==> config.mk <==
export PLATFORM = sky130hd
export DESIGN_NAME = subrng_adc_ctrl
export DESIGN_NICKNAME = d
export VERILOG_FILES = /design/src/rtl/subrng_pkg.sv /design/src/rtl/subrng_therm_dec.sv /design/src/rtl/subrng_field_fmt.sv /design/src/rtl/subrng_seq.sv /design/src/rtl/subrng_adc_ctrl.sv
export SDC_FILE = /design/constraint.sdc
export NUM_CORES = 1
export LEC_CHECK = 0
export BUFFER_PORTS_ARGS = -buffer_cell sky130_fd_sc_hd__buf_2
export CAP_MARGIN = 20
export CELL_PAD_IN_SITES_DETAIL_PLACEMENT = 1
export CELL_PAD_IN_SITES_GLOBAL_PLACEMENT = 1
export CORE_ASPECT_RATIO = 1.1
export CORE_MARGIN = 5
export CORE_UTILIZATION = 43
export CTS_CLUSTER_SIZE = 28
export DETAILED_ROUTE_END_ITERATION = 8
export PLACE_DENSITY = 0.91
export SLEW_MARGIN = 5
export SYNTH_ARGS = -nofsm -noshare
export SYNTH_HDL_FRONTEND = slang
export SYNTH_SLANG_ARGS = --single-unit
==> constraint.sdc <==
create_clock -name clk -period 5.1 [get_ports clk]
set_input_delay 1.02 -clock clk [delete_from_list [all_inputs] [get_ports clk]]
set_output_delay 1.02 -clock clk [all_outputs]
set_load 0.02 [all_outputs]
==> src/rtl/subrng_pkg.sv <==
// Shared types for the subranging converter sequencer.
// Assumes code fields no wider than 16 bits.
package subrng_pkg;

    typedef enum logic [2:0] {
        ST_IDLE,
        ST_SAMPLE,
        ST_CLATCH,
        ST_CDEC,
        ST_SETTLE,
        ST_RHOLD,
        ST_FLATCH,
        ST_EMIT
    } seq_state_t;

    // Reflected binary conversion of a code of up to 16 bits.
    function automatic logic [15:0] bin_to_gray(input logic [15:0] b);
        return b ^ (b >> 1);
    endfunction

endpackage

==> src/rtl/subrng_therm_dec.sv <==
// Thermometer-to-binary decoder with single-bubble tolerance.
// The transition is the highest input that is 1 with a 0 (or the top)
// above it. Two or more zeros below that point raise bad.
// Assumes the input has already been registered (combinational only).
module subrng_therm_dec #(
    parameter int M = 3,
    localparam int N = (1 << M) - 1
) (
    input  logic [N-1:0] therm,
    output logic [M-1:0] code,
    output logic         bad
);

    logic [N:0] ext;
    logic [M:0] pos;
    logic [M:0] ones;
    logic [M:0] holes;

    assign ext = {1'b0, therm};

    // Locate the highest 1-to-0 transition and count the ones.
    always_comb begin
        pos  = '0;
        ones = '0;
        for (int i = 0; i < N; i++) begin
            if (ext[i]) begin
                ones = ones + 1'b1;
            end
            if (ext[i] && !ext[i+1]) begin
                pos = (M+1)'(i + 1);
            end
        end
    end

    // Zeros below the transition give the error measure.
    assign holes = pos - ones;
    assign bad   = (holes > (M+1)'(1));
    assign code  = pos[M-1:0];

endmodule

==> src/rtl/subrng_field_fmt.sv <==
// Output field formatter: passes a binary code or its Gray form.
// Assumes W <= 16.
module subrng_field_fmt #(
    parameter int W = 3
) (
    input  logic [W-1:0] bin,
    input  logic         gray_sel,
    output logic [W-1:0] fmt
);

    logic [15:0] wide;

    // Widen, convert and select the field encoding.
    always_comb begin
        wide = subrng_pkg::bin_to_gray(16'(bin));
        fmt  = gray_sel ? wide[W-1:0] : bin;
    end

endmodule

==> src/rtl/subrng_seq.sv <==
// Conversion sequencer: walks sample, coarse capture, DAC update,
// settle wait, residue hold and fine capture. In pipelined mode the
// fine capture of a pending residue is merged into the next coarse
// capture, or done alone (flush) when no new request is present.
// Assumes start is a level request sampled only while idle.
module subrng_seq #(
    parameter int SETTLE_W = 8
) (
    input  logic                clk,
    input  logic                rst_n,
    input  logic                start,
    input  logic                pipe_en,
    input  logic [SETTLE_W-1:0] settle_cnt,
    output logic                sample_hold,
    output logic                coarse_latch,
    output logic                residue_hold,
    output logic                fine_latch,
    output logic                coarse_upd,
    output logic                emit
);
    import subrng_pkg::*;

    seq_state_t          state;
    logic [SETTLE_W-1:0] wait_cnt;
    logic                pend;
    logic                fine_got;

    // State, settle counter and pipeline bookkeeping.
    always_ff @(posedge clk) begin
        if (!rst_n) begin
            state    <= ST_IDLE;
            wait_cnt <= '0;
            pend     <= 1'b0;
            fine_got <= 1'b0;
        end else begin
            case (state)
                ST_IDLE: begin
                    if (start)     state <= ST_SAMPLE;
                    else if (pend) state <= ST_FLATCH;
                end
                ST_SAMPLE: state <= ST_CLATCH;
                ST_CLATCH: begin
                    fine_got <= pend;
                    pend     <= 1'b0;
                    state    <= ST_CDEC;
                end
                ST_CDEC: begin
                    wait_cnt <= settle_cnt;
                    fine_got <= 1'b0;
                    state    <= ST_SETTLE;
                end
                ST_SETTLE: begin
                    if (wait_cnt == '0) state <= ST_RHOLD;
                    else                wait_cnt <= wait_cnt - 1'b1;
                end
                ST_RHOLD: begin
                    if (pipe_en) begin
                        pend  <= 1'b1;
                        state <= ST_IDLE;
                    end else begin
                        state <= ST_FLATCH;
                    end
                end
                ST_FLATCH: begin
                    pend  <= 1'b0;
                    state <= ST_EMIT;
                end
                default: state <= ST_IDLE;
            endcase
        end
    end

    // Strobes and datapath enables decoded from the state.
    always_comb begin
        sample_hold  = (state == ST_SAMPLE);
        coarse_latch = (state == ST_CLATCH);
        residue_hold = (state == ST_RHOLD);
        fine_latch   = (state == ST_FLATCH) || ((state == ST_CLATCH) && pend);
        coarse_upd   = (state == ST_CDEC);
        emit         = ((state == ST_CDEC) && fine_got) || (state == ST_EMIT);
    end

    AST_SAMPLE_THEN_COARSE: assert property (@(posedge clk) disable iff (!rst_n)
        sample_hold |=> coarse_latch);
    AST_STROBE_EXCL: assert property (@(posedge clk) disable iff (!rst_n)
        $onehot0({sample_hold, coarse_latch, residue_hold}));
    AST_OVERLAP_ONLY_PIPED: assert property (@(posedge clk) disable iff (!rst_n)
        (coarse_latch && fine_latch) |-> $past(pend));

endmodule

==> src/rtl/subrng_adc_ctrl.sv <==
// Top of the subranging converter back end. Registers both comparator
// banks on their strobes, decodes them, drives the reconstruction DAC,
// keeps the coarse code until its fine partner arrives and formats the
// joined word. Assumes the comparator inputs are settled when their
// capture strobe is high.
module subrng_adc_ctrl #(
    parameter int COARSE_BITS = 3,
    parameter int FINE_BITS   = 3,
    parameter int SETTLE_W    = 8,
    localparam int C_TAPS = (1 << COARSE_BITS) - 1,
    localparam int F_TAPS = (1 << FINE_BITS) - 1,
    localparam int W_BITS = COARSE_BITS + FINE_BITS
) (
    input  logic                   clk,
    input  logic                   rst_n,
    input  logic                   start,
    input  logic                   pipe_en,
    input  logic                   gray_sel,
    input  logic [SETTLE_W-1:0]    settle_cnt,
    input  logic [C_TAPS-1:0]      coarse_therm,
    input  logic [F_TAPS-1:0]      fine_therm,
    output logic                   sample_hold,
    output logic                   coarse_latch,
    output logic                   residue_hold,
    output logic                   fine_latch,
    output logic [COARSE_BITS-1:0] dac_code,
    output logic [W_BITS-1:0]      word_out,
    output logic                   word_valid,
    output logic                   word_err
);

    logic                   coarse_upd;
    logic                   emit;
    logic [C_TAPS-1:0]      coarse_q;
    logic [F_TAPS-1:0]      fine_q;
    logic [COARSE_BITS-1:0] c_code;
    logic [FINE_BITS-1:0]   f_code;
    logic                   c_bad;
    logic                   f_bad;
    logic [COARSE_BITS-1:0] held_code;
    logic                   held_bad;
    logic [COARSE_BITS-1:0] c_fmt;
    logic [FINE_BITS-1:0]   f_fmt;

    subrng_seq #(.SETTLE_W(SETTLE_W)) u_seq (
        .clk          (clk),
        .rst_n        (rst_n),
        .start        (start),
        .pipe_en      (pipe_en),
        .settle_cnt   (settle_cnt),
        .sample_hold  (sample_hold),
        .coarse_latch (coarse_latch),
        .residue_hold (residue_hold),
        .fine_latch   (fine_latch),
        .coarse_upd   (coarse_upd),
        .emit         (emit)
    );

    // Capture both comparator banks on their strobes.
    always_ff @(posedge clk) begin
        if (!rst_n) begin
            coarse_q <= '0;
            fine_q   <= '0;
        end else begin
            if (coarse_latch) coarse_q <= coarse_therm;
            if (fine_latch)   fine_q   <= fine_therm;
        end
    end

    subrng_therm_dec #(.M(COARSE_BITS)) u_cdec (
        .therm (coarse_q),
        .code  (c_code),
        .bad   (c_bad)
    );

    subrng_therm_dec #(.M(FINE_BITS)) u_fdec (
        .therm (fine_q),
        .code  (f_code),
        .bad   (f_bad)
    );

    // Drive the DAC and keep the coarse result for its fine partner.
    always_ff @(posedge clk) begin
        if (!rst_n) begin
            dac_code  <= '0;
            held_code <= '0;
            held_bad  <= 1'b0;
        end else if (coarse_upd) begin
            dac_code  <= c_code;
            held_code <= c_code;
            held_bad  <= c_bad;
        end
    end

    subrng_field_fmt #(.W(COARSE_BITS)) u_cfmt (
        .bin      (held_code),
        .gray_sel (gray_sel),
        .fmt      (c_fmt)
    );

    subrng_field_fmt #(.W(FINE_BITS)) u_ffmt (
        .bin      (f_code),
        .gray_sel (gray_sel),
        .fmt      (f_fmt)
    );

    // Register the joined word and its one-cycle valid pulse.
    always_ff @(posedge clk) begin
        if (!rst_n) begin
            word_out   <= '0;
            word_err   <= 1'b0;
            word_valid <= 1'b0;
        end else begin
            word_valid <= emit;
            if (emit) begin
                word_out <= {c_fmt, f_fmt};
                word_err <= held_bad | f_bad;
            end
        end
    end

    AST_DAC_STEADY: assert property (@(posedge clk) disable iff (!rst_n)
        (residue_hold || (fine_latch && !coarse_latch)) |-> $stable(dac_code));
    AST_VALID_PULSE: assert property (@(posedge clk) disable iff (!rst_n)
        word_valid |=> !word_valid);
    AST_RESET_PARK: assert property (@(posedge clk)
        !rst_n |=> (dac_code == '0 && !word_valid && !sample_hold));

endmodule

# == Word level (Yosys, flattened, before mapping) ==
# Cells that the tools add are included.
# op_classes
add_sub_neg,15
n_mul,0
n_div,0
order_cmp,2
n_eq_ne,11
n_shift,0
n_mux,40
n_bitwise,3
reduce_logical,37
# op_table
operator,n
4-bit 2-to-1 mux,24
"4-bit by 1-bit adder with 4-bit output, second input constant",10
3-bit one-hot mux with 7 select lines,1
3-bit 2-to-1 mux,6
8-bit one-hot mux with 2 select lines,1
1-bit logical AND,14
"3-bit == test, second input constant",4
1-bit logical NOT,12
"4-bit by 1-bit greater-than comparator with 1-bit output, second input constant",2
8-bit logical NOT,1
8-bit 2-to-1 mux,1
4-bit subtractor,2
"8-bit by 1-bit subtractor with 8-bit output, second input constant",1
"3-bit by 2-bit == test with 1-bit output, second input constant",2
2-bit AND reduction,3
2-bit nonzero test,3
3-bit by 2-bit bitwise XOR with 3-bit output,2
1-bit 2-to-1 mux,5
"1-bit by 1-bit adder with 2-bit output, second input constant",2
"2-bit inequality test, second input constant",2
1-bit one-hot mux with 2 select lines,2
"3-bit by 1-bit == test with 1-bit output, second input constant",1
3-bit logical NOT,1
"3-bit by 2-bit inequality test with 1-bit output, second input constant",1
other kinds (4),5
# word_totals
reg_bits,39
latchBits,0
mem_bits_rw,0
mem_bits_ro,0
in_bits,27
output_inout_bits,15
wordCells,119
memories,0

# == Longest topological paths before layout ==
# logic_depth
ltp_word,16
depth_mapped,21
ltp_nobuf,21

# == Modules after synthesis ==
# From an unflattened synthesis, not the netlist that was laid out.
# unflattened
hier_cells,410
hier_area_um2,3395.8
# modules_own_cells
module,instances,cells_per_inst,area_each_um2
subrng_therm_dec,2,106,758.2
subrng_adc_ctrl,1,84,974.7
subrng_seq,1,104,839.6
subrng_field_fmt,2,5,32.5

# == Worst setup path before layout ==
# Ideal clock, no wire load.
# synth_path
path_kind,reg2reg
start,reg coarse_q[1]
end,reg held_bad
t_arrival_ps,4148
required_ps,5026
slack_ps,878
stages_incl_launch_ff,19
path_cell_list,dfxtp_1 -> inv_1 -> ha_1 -> buf_4 -> xor2_4 -> xor2_2 -> ha_1 -> and2_1 -> or4_1 -> a31o_2 -> nand3_1 -> and2_1 -> ha_1 -> mux2i_1 -> ha_1 -> a21o_1 -> a21oi_1 -> xnor3_1 -> a31oi_1
# synth_between
elab_chain_cells,13
# synth_lines
item,line,text
"start, declared",subrng_adc_ctrl.sv:34,logic [C_TAPS-1:0] coarse_q;
"start signal, assigned",subrng_adc_ctrl.sv:65,if (coarse_latch) coarse_q <= coarse_therm;
4-bit 2-to-1 mux,subrng_therm_dec.sv:26,if (ext[i]) begin
4-bit by 1-bit adder with 4-bit output,subrng_therm_dec.sv:27,ones = ones + 1'b1;
4-bit 2-to-1 mux,subrng_therm_dec.sv:26,
4-bit by 1-bit adder with 4-bit output,subrng_therm_dec.sv:27,
4-bit 2-to-1 mux,subrng_therm_dec.sv:26,
4-bit by 1-bit adder with 4-bit output,subrng_therm_dec.sv:27,
4-bit 2-to-1 mux,subrng_therm_dec.sv:26,
4-bit by 1-bit adder with 4-bit output,subrng_therm_dec.sv:27,
4-bit 2-to-1 mux,subrng_therm_dec.sv:26,
4-bit by 1-bit adder with 4-bit output,subrng_therm_dec.sv:27,
4-bit 2-to-1 mux,subrng_therm_dec.sv:26,
4-bit subtractor (*),subrng_therm_dec.sv:36,assign holes = pos - ones;
4-bit by 1-bit greater-than comparator with 1-bit output (*),subrng_therm_dec.sv:37,assign bad = (holes > (M+1)'(1));
"end signal, assigned",subrng_adc_ctrl.sv:87,held_bad <= 1'b0;
"end signal, assigned",subrng_adc_ctrl.sv:91,held_bad <= c_bad;
"end, declared",subrng_adc_ctrl.sv:41,logic held_bad;
# Every way passes the cells marked *; elsewhere a longest branch is shown, timed or not.
# A chain may end at the register's enable or synchronous reset.

# == Worst setup path after layout ==
# Same ends and word-level chain as after synthesis.

==> results.tsv <==
metric	value	unit
async set-reset flop share out of synthesis	0	
TritonCTS Buffers	5	
Final setup viols	0	
Post-CTS Setup Inserts	0	
CTS tree	done	
Final Max Slew Viols	0	
fin nets	482	
LEAKAGE	1.436	nW
global-route wire length before repair	14.35	mm
n_diodes	0	
Clock transition at path regs	0.08	ns
Area Overhead vs Synth	8.560	%
post-route ant nets	0	
Hold Path Class	reg -> reg	
CP Max Fanout	10	
outcome	completed	
grt total ovfl	0	
dpl cells	507	
drt pass-1 iters	5	
Fin. Hold Viols	0	
register area share after synthesis	0.2462	
Starting Density	0.4476	
Synthesized Nets	459	
Power Density	324.8	nW/µm²
crit path kind	reg -> reg	
Max VDD drop	0.1858	mV
Port-buffer cells	41	
final worst slack	0.2874	ns
row cnt	32	
Seq cells post-synth	39	
IO Pins	42	
cts-stage hold buffer count	0	
Placer Congestion	0.8287	
Sinks on Clock Net	39	
EDFF count, synth	0	
critical path arrival	5.03	ns
DP Wirelength	6.573	mm
WP data required	5.32	ns
Core Area	7087	µm²
Mapped Area	3172	µm²
YS warnings	0	
Clk Latency, worst-skew pair	0.30	ns
Final Routed Wirelength	8.675	mm
# Max-Cap Violations	0	
dpl ws	0.3636	ns
Total Power	1.118	mW
hold slack	0.4534	ns
Resized cells post-CTS	0	
Final min period	4.813	ns
via-per-instance ratio	5.649	
final setup skew	0.01273	ns
Slew Limit Headroom	0.4449	
CTS H-tree depth	2	
Die W	91.89	µm
Yosys cell types	62	
Placed Area	3358	µm²
post-route insts no fill	515	
initial DRC count	75	
Max Clk Rate	207.8	MHz
drt wl/cell	16.84	µm
GRT Total Usage	0.1913	
DRC violations left	0	
antenna violations before repair	0	
synthesized instance count	406	
Clk Tree Root Cell	clkbuf_8	
Chip Height	100.1	µm
die footprint	9196	µm²
maximum clock path buffer count	2	
Avg Inst Size Synth	7.812	µm²
TNS Setup	0	ns
fin util	0.4859	
final period utilization	0.9436	
largest net degree at the start of global routing	22	
RSZ-0062 raised after global routing	false	
vias in the first global route	3025	
routed via count	2909	
Worst Setup Start Kind	register	
Primary FF master, synth	dfxtp_1	
Critical Path Sink Type	register	
slew at the pin closest to its max-slew limit	0.8297	ns
share of layout cells above drive strength 1	0.1349	
cell area after layout	3443	µm²
## cells in the mapped netlist (2+ instances only)
master,instances,area [µm²]
nand2_1,49,183.9
dfxtp_1,39,780.8
a21oi_1,38,190.2
nor2_1,36,135.1
ha_1,24,300.3
o21ai_0,21,105.1
nor2b_1,18,112.6
inv_1,17,63.81
xnor2_1,15,131.4
clkbuf_1,13,48.80
xor2_1,12,105.1
mux2i_1,11,110.1
nand3_1,10,50.05
buf_2,7,35.03
nor3_1,6,30.03
a211oi_1,5,37.54
and2_1,5,31.28
nand2b_1,5,31.28
nor4_1,5,31.28
o211ai_1,5,37.54
a21o_1,4,30.03
a21boi_0,3,22.52
o211a_1,3,30.03
a311oi_1,2,17.52
a31oi_1,2,12.51
a32oi_1,2,17.52
and3_1,2,12.51
buf_4,2,15.01
buf_6,2,22.52
clkinv_1,2,7.510
fa_1,2,40.04
nand3b_1,2,15.01
nand4_1,2,12.51
o21bai_1,2,15.01
o22ai_1,2,12.51
o31ai_1,2,15.01
or3_1,2,12.51
xnor3_1,2,45.04
xor2_2,2,32.53
## area by class of cell
type                    count  area [µm²]
clock inverters             2       12.51
repair buffers             41       205.2
fillers                   906        3643
well taps                  85       106.4
inverters                  19       71.32
clock buffers               6       72.57
multi-input cells         323        2195
flip-flops and latches     39       780.7
## flip-flops by register name, summed over array words and instances (netlist names)
register	flops
coarse_q	7
fine_q	7
held_bad	1
held_code	3
u_seq.fine_got	1
u_seq.pend	1
u_seq.state	3
u_seq.wait_cnt	8
word_err	1
word_out	6
word_valid	1
## power breakdown
part	internal (mW)	switching, mW
clock	0.0956	0.112
combinational	0.215	0.305
sequential	0.333	0.0568
## metal layers
layer  GRT usage  routed length [µm]
met1      0.2216                3692
met2      0.3596                4614
met3     0.02699                 185
met4     0.06400                 182
met5           0                   0
## critical path: stages (launching register included)
cell and delay [ns]:
dfxtp_1 0.39, inv_1 0.13, ha_1 0.59, xor2_4 0.25
xor2_2 0.20, ha_1 0.27, and2_1 0.18, or4_1 0.50
a31o_2 0.26, nand3_1 0.12, and2_1 0.18, ha_1 0.24
mux2i_1 0.26, ha_1 0.29, a21o_1 0.18, a21oi_1 0.18
xnor3_1 0.32, a31oi_1 0.18
## cell usage in the layout (no fill, tap or decap), drive strengths merged, types with 2 or more instances in the layout
cell     n
a211oi   5
a21boi   3
a21o     4
a21oi   38
a311oi   2
a31oi    2
a32oi    2
and2     5
and3     2
buf     41
clkbuf   6
clkinv   3
dfxtp   39
fa       2
ha      24
inv     17
mux2i   11
nand2   49
nand2b   5
nand3   11
nand3b   2
nand4    2
nor2    36
nor2b   18
nor3     7
nor4     5
o211a    3
o211ai   5
o21ai   22
o21bai   2
o22ai    2
o31ai    2
or3      2
xnor2   16
xnor3    2
xor2    15
## final timing paths
kind,startpoint,endpoint,slack (ns),cells past startpoint
worst max register to register,coarse_q[1],held_bad,0.29,17
worst min register to register,word_out[1],word_out[1],0.45,2
worst max-delay path,coarse_q[1],held_bad,0.29,17
worst min-delay path,word_out[1],word_out[1],0.45,2
## kinds of logic after synthesis
group | Yosys count | share of synthesized area
AO/OA/AOI/OAI | 101 | 0.2000
XOR/XNOR | 33 | 0.1128
adder cells (fa/ha/maj) | 26 | 0.1073
buffers and inverters | 44 | 0.06193
flip-flops | 39 | 0.2462
multiplexers | 12 | 0.03827
AND/OR/NAND/NOR | 151 | 0.2335
(Power assumes the default switching activity.)
